### config.mk
export PLATFORM = sky130hd
export DESIGN_NAME = shdn_ctrl
export DESIGN_NICKNAME = d
export VERILOG_FILES = /design/src/rtl/shdn_pkg.sv /design/src/rtl/shdn_bus_dec.sv /design/src/rtl/shdn_key_gate.sv /design/src/rtl/shdn_wake_track.sv /design/src/rtl/shdn_ctrl.sv
export SDC_FILE = /design/constraint.sdc
export NUM_CORES = 1
export LEC_CHECK = 0
export ABC_CLOCK_PERIOD_IN_PS = 2100
export CAP_MARGIN = 15
export CELL_PAD_IN_SITES_DETAIL_PLACEMENT = 0
export CELL_PAD_IN_SITES_GLOBAL_PLACEMENT = 1
export CORE_MARGIN = 4
export CORE_UTILIZATION = 16
export CTS_CLUSTER_DIAMETER = 150
export CTS_CLUSTER_SIZE = 16
export DETAILED_ROUTE_END_ITERATION = 16
export PLACE_DENSITY = 0.86
export SLEW_MARGIN = 0
export SYNTH_ARGS = -nofsm -noshare
export SYNTH_HDL_FRONTEND = slang
export SYNTH_SLANG_ARGS = --single-unit
### constraint.sdc
create_clock -name clk -period 2.1 [get_ports clk]
set_input_delay 0.42 -clock clk [delete_from_list [all_inputs] [get_ports clk]]
set_output_delay 0.42 -clock clk [all_outputs]
set_load 0.03 [all_outputs]
### src/rtl/shdn_pkg.sv
// Package: shared register offsets, key value and wake-source codes.
// Assumes byte addresses with one 32-bit word per register.
package shdn_pkg;
    parameter int unsigned DATA_W = 32;
    parameter int unsigned KEY_W  = 16;
    parameter logic [KEY_W-1:0] SHDN_KEY = 16'hA5A5;

    parameter int unsigned OFF_KEY  = 0;
    parameter int unsigned OFF_SLP  = 4;
    parameter int unsigned OFF_SRC  = 8;
    parameter int unsigned OFF_FLAG = 12;

    typedef enum logic [1:0] {
        SRC_RST_SHDN = 2'd1,
        SRC_STBY     = 2'd2
    } wake_src_e;
endpackage

### src/rtl/shdn_bus_dec.sv
// Module: address decoder and read mux for the controller's registers.
// Assumes: writes take effect at the clock edge; reads are combinational.
module shdn_bus_dec
    import shdn_pkg::*;
#(
    parameter int unsigned ADDR_W = 4
) (
    input  logic              bus_wr,
    input  logic [ADDR_W-1:0] bus_addr,
    input  logic              slp_bit,
    input  logic [1:0]        src_val,
    input  logic [1:0]        flag_val,
    output logic              wr_key,
    output logic              wr_slp,
    output logic [DATA_W-1:0] bus_rdata
);
    localparam logic [ADDR_W-1:0] A_KEY  = ADDR_W'(OFF_KEY);
    localparam logic [ADDR_W-1:0] A_SLP  = ADDR_W'(OFF_SLP);
    localparam logic [ADDR_W-1:0] A_SRC  = ADDR_W'(OFF_SRC);
    localparam logic [ADDR_W-1:0] A_FLAG = ADDR_W'(OFF_FLAG);

    // Write strobes, one per writable register.
    always_comb begin
        wr_key = bus_wr && (bus_addr == A_KEY);
        wr_slp = bus_wr && (bus_addr == A_SLP);
    end

    // Read mux; the key register and unknown addresses read as zero.
    always_comb begin
        bus_rdata = '0;
        unique case (bus_addr)
            A_SLP:   bus_rdata[0]   = slp_bit;
            A_SRC:   bus_rdata[1:0] = src_val;
            A_FLAG:  bus_rdata[1:0] = flag_val;
            default: bus_rdata = '0;
        endcase
    end
endmodule

### src/rtl/shdn_key_gate.sv
// Module: compares the key write with the magic value and issues a one-cycle request.
// Assumes: only the low KEY_W bits of the write word are given to it.
module shdn_key_gate #(
    parameter int unsigned    KEY_W = 16,
    parameter logic [KEY_W-1:0] KEY = '1
) (
    input  logic             clk,
    input  logic             rst_n,
    input  logic             wr_key,
    input  logic [KEY_W-1:0] key_in,
    output logic             req
);
    logic hit;

    // Exact match of the full key field.
    always_comb hit = wr_key && (key_in == KEY);

    // Register the match so the request is a clean single-cycle pulse.
    always_ff @(posedge clk) begin
        if (!rst_n) req <= 1'b0;
        else        req <= hit;
    end
endmodule

### src/rtl/shdn_wake_track.sv
// Module: pad-sleep bit, sticky wake flags and wake-source field.
// Assumes: wake inputs are single-cycle pulses synchronous to clk.
module shdn_wake_track
    import shdn_pkg::*;
(
    input  logic       clk,
    input  logic       rst_n,
    input  logic       wr_slp,
    input  logic       slp_wbit,
    input  logic       wake_stby,
    input  logic       wake_shdn,
    input  logic       wake_io,
    output logic       slp_bit,
    output logic [1:0] src_val,
    output logic [1:0] flag_val
);
    wake_src_e  src_q;
    logic [1:0] flag_q;
    logic       clr_flags;

    always_comb clr_flags = wr_slp && slp_wbit;

    // Pad-sleep bit, written directly by software.
    always_ff @(posedge clk) begin
        if (!rst_n)      slp_bit <= 1'b0;
        else if (wr_slp) slp_bit <= slp_wbit;
    end

    // Sticky wake flags; a new wake event wins over the clearing write.
    always_ff @(posedge clk) begin
        if (!rst_n) begin
            flag_q <= 2'b00;
        end else begin
            if (clr_flags) flag_q <= 2'b00;
            if (wake_shdn) begin
                flag_q[0] <= 1'b1;
                if (wake_io) flag_q[1] <= 1'b1;
            end
        end
    end

    // Wake source; a shutdown wakeup outranks a standby wakeup.
    always_ff @(posedge clk) begin
        if (!rst_n)         src_q <= SRC_RST_SHDN;
        else if (wake_shdn) src_q <= SRC_RST_SHDN;
        else if (wake_stby) src_q <= SRC_STBY;
    end

    always_comb begin
        src_val  = src_q;
        flag_val = flag_q;
    end
endmodule

### src/rtl/shdn_ctrl.sv
// Module: top of the keyed shutdown and pad-latch controller.
// Assumes: one register access per cycle; wake pulses come from the wake logic.
module shdn_ctrl
    import shdn_pkg::*;
#(
    parameter int unsigned ADDR_W = 4
) (
    input  logic              clk,
    input  logic              rst_n,
    input  logic              bus_wr,
    input  logic [ADDR_W-1:0] bus_addr,
    input  logic [DATA_W-1:0] bus_wdata,
    output logic [DATA_W-1:0] bus_rdata,
    input  logic              wake_stby,
    input  logic              wake_shdn,
    input  logic              wake_io,
    output logic              shdn_req,
    output logic              pad_latch_en
);
    logic       wr_key, wr_slp, slp_bit;
    logic [1:0] src_val, flag_val;

    shdn_bus_dec #(.ADDR_W(ADDR_W)) u_dec (
        .bus_wr(bus_wr), .bus_addr(bus_addr), .slp_bit(slp_bit),
        .src_val(src_val), .flag_val(flag_val),
        .wr_key(wr_key), .wr_slp(wr_slp), .bus_rdata(bus_rdata)
    );

    shdn_key_gate #(.KEY_W(KEY_W), .KEY(SHDN_KEY)) u_key (
        .clk(clk), .rst_n(rst_n), .wr_key(wr_key),
        .key_in(bus_wdata[KEY_W-1:0]), .req(shdn_req)
    );

    shdn_wake_track u_wake (
        .clk(clk), .rst_n(rst_n), .wr_slp(wr_slp), .slp_wbit(bus_wdata[0]),
        .wake_stby(wake_stby), .wake_shdn(wake_shdn), .wake_io(wake_io),
        .slp_bit(slp_bit), .src_val(src_val), .flag_val(flag_val)
    );

    // Pads stay latched until software sets the pad-sleep bit.
    always_comb pad_latch_en = ~slp_bit;
endmodule

# ---- After elaboration in Yosys (flattened, before gate mapping)
# Cells that the tools add are included.
dict set report word_totals {
  reg_bits 6
  inputBits 42
  output_inout_bits 34
  word_cells 23
}
dict set report op_classes {
  eq_ne 4
  muxes 5
  bitwise_logic 2
  reduce_logical 7
}
# operator count
set ops {}
lappend ops {{== test 16 bit (second input constant)} 1}
lappend ops {{== test 4 bit (second input constant)} 2}
lappend ops {{== test 4 x 3 -> 1 bit (second input constant)} 1}
lappend ops {{logical AND 1 bit} 4}
lappend ops {{zero test 4 bit} 1}
lappend ops {{2-to-1 mux 2 bit} 2}
lappend ops {{case mux 1 bit (3 select lines)} 1}
lappend ops {{inverter 1 bit} 2}
lappend ops {{case mux 1 bit (2 select lines)} 1}
lappend ops {{nonzero test 2 bit} 1}
lappend ops {{OR reduction 2 bit} 1}
lappend ops {{2-to-1 mux 1 bit} 1}

# ---- Longest topological paths before layout
# Gate-level depths: netlist of the first run.
dict set report depth {
  word_depth 6
  mapped_depth 3
  mapped_depth_nobuf 3
}

# ---- Modules after synthesis
# Synthesis of the first run repeated with hierarchy kept, for this count alone.
dict set report hier_totals {
  hier_cells 63
  area_unflattened_um2 564.3
}
# module n_inst cells_per_inst area_each_um2 seq_area_each_um2
set by_module_without_submodules {}
lappend by_module_without_submodules {shdn_bus_dec 1 39 299.0 0.0}
lappend by_module_without_submodules {shdn_wake_track 1 16 177.7 100.1}
lappend by_module_without_submodules {shdn_key_gate 1 7 83.8 20.0}
lappend by_module_without_submodules {shdn_ctrl 1 1 3.8 0.0}

# ---- Worst setup path after synthesis of the first run
# OpenSTA, ideal clock, no wires.
dict set report synth_timing {
  path_type {input to output}
  startpoint {input bus_addr[2]}
  endpoint {output bus_rdata[1]}
  arrival_time_ns 1.710
  required_ns 1.680
  path_slack_ns -0.030
  path_stages 3
  path_buffers 1
  path_cell_list {buf_2 -> mux2i_1 -> nor4b_1}
}
dict set report synth_between {
  elab_chain_cells 2
  word_cells_on_any_way 3
  cone_classes {eq/ne: 2; mux: 1}
}
# element line
set synth_lines {}
lappend synth_lines {{start, declared} shdn_ctrl.sv:11} ;# input logic [ADDR_W-1:0] bus_addr,
lappend synth_lines {{== test 4 bit} shdn_bus_dec.sv:31} ;# unique case (bus_addr)
lappend synth_lines {{case mux 1 bit (2 select lines) (*)} shdn_bus_dec.sv:31}
lappend synth_lines {{end, declared} shdn_ctrl.sv:13} ;# output logic [DATA_W-1:0] bus_rdata,
# Mark *: on every way between the ends. The rest lies on a longest branch, timed or not.

# ---- Final worst setup path of the first run
dict set report layout_timing {
  startpoint {input bus_addr[2]}
  endpoint {output bus_rdata[0]}
}
dict set report layout_between {
  elab_chain_cells 2
  word_cells_on_any_way 4
  cone_classes {eq/ne: 3; mux: 1}
}
# element line
set layout_lines {}
lappend layout_lines {{== test 4 bit / == test 4 x 3 -> 1 bit (equally long branches)} shdn_bus_dec.sv:31}
lappend layout_lines {{case mux 1 bit (3 select lines) (*)} shdn_bus_dec.sv:31}
# Marks and branches as above.

==> results of run 1 <==
routing by layer:
metal	share of wire, %	wire (um)	vias to the layer above
li1	-	-	234
met1	34	449	203
met2	49	645	36
met3	14	184	4
met4	2.8	37	0
met5	0	0	-
flip-flops by register name, indices dropped and copies added (netlist names):
signal and flops:
u_key.req 1, u_wake.flag_val 2, u_wake.slp_bit 1, u_wake.src_val 2
synthesized netlist by cell type, types with 2 or more instances:
| cell type | number | area, um^2 |
|---|---|---|
| dfxtp_1 | 6 | 120 |
| inv_1 | 4 | 15.0 |
| nor2_1 | 2 | 7.51 |
| nor3_1 | 2 | 10.0 |
| buf_4 | 30 | 225 |
| nor4bb_1 | 3 | 30.0 |
| mux2i_1 | 2 | 20.0 |
worst min-delay path by stage:
stage,from,to,slack (ns)
after detailed placement,u_wake.src_val[1],u_wake.src_val[1],0.47
after global routing,u_wake.src_val[0],u_wake.src_val[0],0.52
after CTS,u_wake.src_val[1],u_wake.src_val[1],0.48
after global placement,u_wake.src_val[1],u_wake.src_val[1],0.48
final,u_wake.src_val[1],u_wake.src_val[1],0.48
after floorplan,u_wake.src_val[1],u_wake.src_val[1],0.45
layout make-up:
| type | count | area [um^2] |
|---|---|---|
| Sequential cell | 6 | 120 |
| Clock buffer | 3 | 22.5 |
| Inverter | 4 | 15.0 |
| Tap cell | 46 | 57.6 |
| Multi-Input combinational cell | 54 | 318 |
| Timing Repair Buffer | 31 | 299 |
| Fill cell | 372 | 2560 |
power by group through the flow:
stage | clock network [mW] | registers, mW | logic [mW]
2_1_floorplan | 0 | 0.123 | 0.137
3_3_place_gp | 0 | 0.123 | 0.153
3_5_place_dp | 0 | 0.123 | 0.154
4_1_cts | 0.112 | 0.121 | 0.153
5_1_grt | 0.112 | 0.122 | 0.163
6_report | 0.106 | 0.121 | 0.154
cell families after synthesis:
group	Yosys count	synth area share, %
compound gates	8	10.6
mux	3	5.51
buf+inv	35	43.2
simple gates	13	18.9
flops	6	21.1
other cells	1	0.660
through the flow:
| step | cells | setup TNS [ns] | util (%) | power (mW) | hold WS [ns] |
|---|---|---|---|---|---|
| 2_1_floorplan | 95 | 0 | - | 0.260 | 0.453 |
| 3_3_place_gp | 141 | -0.0130 | 23.9 | 0.276 | 0.476 |
| 3_5_place_dp | 141 | -0.00450 | 23.9 | 0.277 | 0.467 |
| 4_1_cts | 144 | 0 | 24.5 | 0.387 | 0.477 |
| 5_1_grt | 144 | 0 | 24.5 | 0.397 | 0.524 |
| 6_report | 144 | 0 | 24.5 | 0.381 | 0.476 |
worst max-delay path, cell delays in order:
cell,delay [ns]
clkdlybuf4s50_1,0.49
mux2_2,0.33
nor3_1,0.13
buf_4,0.19
==> reports/results.ini, run 1 <==
[worst_setup_path]
rr_startpoint=u_wake.slp_bit
crit_path_end_kind=output port
endpoint=bus_rdata[0]
r2r-end=u_wake.slp_bit
cp_max_fo=2
required_ns=1.68
reg2reg_setup_slack_ns=1.37
crit_arrival_ns=1.57
critPathLaunch=bus_addr[2]
rr_worst_depth=3
critical_path_class=input port to output port
cp-start-kind=input port

[logic_synthesis]
postSynthCellCount=66
synth_edf_count=0
synth-seq-area-share_pct=21.1
synth_cell_types=24
netlist_area_um2=568
ys_ff_latch=6
avgSynthCellArea_um2=8.61
ys.flop_type=dfxtp_1
ys_warn_count=0
ys_async_sr_fraction_pct=0

[sta]
period_share_pct=94.6
finalHoldViolCount=0
fin_ws_ns=0.114
rsz0062_at_grt=no
final-setup-viol-count=0
max_freq_mhz=503
final-max-slew-violation-count=0
clock_skew_ns=0
min_period_ns=1.99

[floorplanning]
initial_core_util_pct=16.8
placementRows=21
die_area_um2=4570
core-area_um2=3390
die_w_um=67.6
die_h_um=67.6
io_pins=76

[route]
drt_iter0_drc=7
wl_per_cell_um=9.15
ant_nets=0
wl_um=1320
first_pass_iters=2
viasPerCell=3.31
dr_total_vias=477
post-route-drc-count=0

[clocking]
clockRootBuffer=clkbuf_4
clk_pin_slew_ns=0.04
cts_buffer_depth=2
post-cts-setup-buffer-count=0
postCtsResizedCells=1
cts.htree.levels=1
cts_hold_buffers=0
worstSkewPairLatency_ns=0.24
cts_tree=yes
numCtsBuffers=3
clock_sink_count=6

[placed_design]
placed_area_um2=811
pre_cts_ws_ns=-0.00450
port_buffers=29
place_congestion=0.742
dp_hpwl_um=1170

[global_route]
grt_busiest_layer=met2
grtUsageMet1_pct=5.21
grt_pass1_wl_um=1680
use_met3_pct=0.998
grtUsageTotal_pct=5.14
met2_usage_pct=8.51
grt_pass1_vias=407
antenna_found_initial=0
grt_max_degree=6
grt_overflow_total=0

[power]
p_seq_share_pct=31.8
combPwrFrac_pct=40.3
clock_power_share_pct=27.8
power.switching_mw=0.141
p_int_mw=0.240
p_leak_nw=0.371
ir_drop_mv=0.107
p_per_area_nw_per_um2=458
netSwitchingFraction_pct=37.1

[layout]
num_antenna_cells=0
mostFrequentLayoutCells=conb_1 (30), clkdlybuf4s50_1 (26), dfxtp_1 (6), inv_1 (4), buf_4 (4)
layout_commonest_cell=conb_1
final_nets=142
final_cell_area_um2=832
syn_to_final_growth_pct=46.5
drive_above_1_share_pct=11.2

[status]
status=finished clean

[run]
maxCapViolCount=0

[min_path]
hp-class=flop to flop
min_path_cells=2

Power figures use the tool's default switching activity.
==> run 2, diff against run 1 <==
--- a/config.mk
+++ b/config.mk
@@ -14,8 +14,10 @@
 export CTS_CLUSTER_DIAMETER = 150
 export CTS_CLUSTER_SIZE = 16
 export DETAILED_ROUTE_END_ITERATION = 16
+export HOLD_SLACK_MARGIN = 0.06
 export PLACE_DENSITY = 0.86
 export SLEW_MARGIN = 0
 export SYNTH_ARGS = -nofsm -noshare
 export SYNTH_HDL_FRONTEND = slang
 export SYNTH_SLANG_ARGS = --single-unit
+export TNS_END_PERCENT = 100
==> results of run 2 <==
Final layout, timing and power as in run 1 (identical DEF).
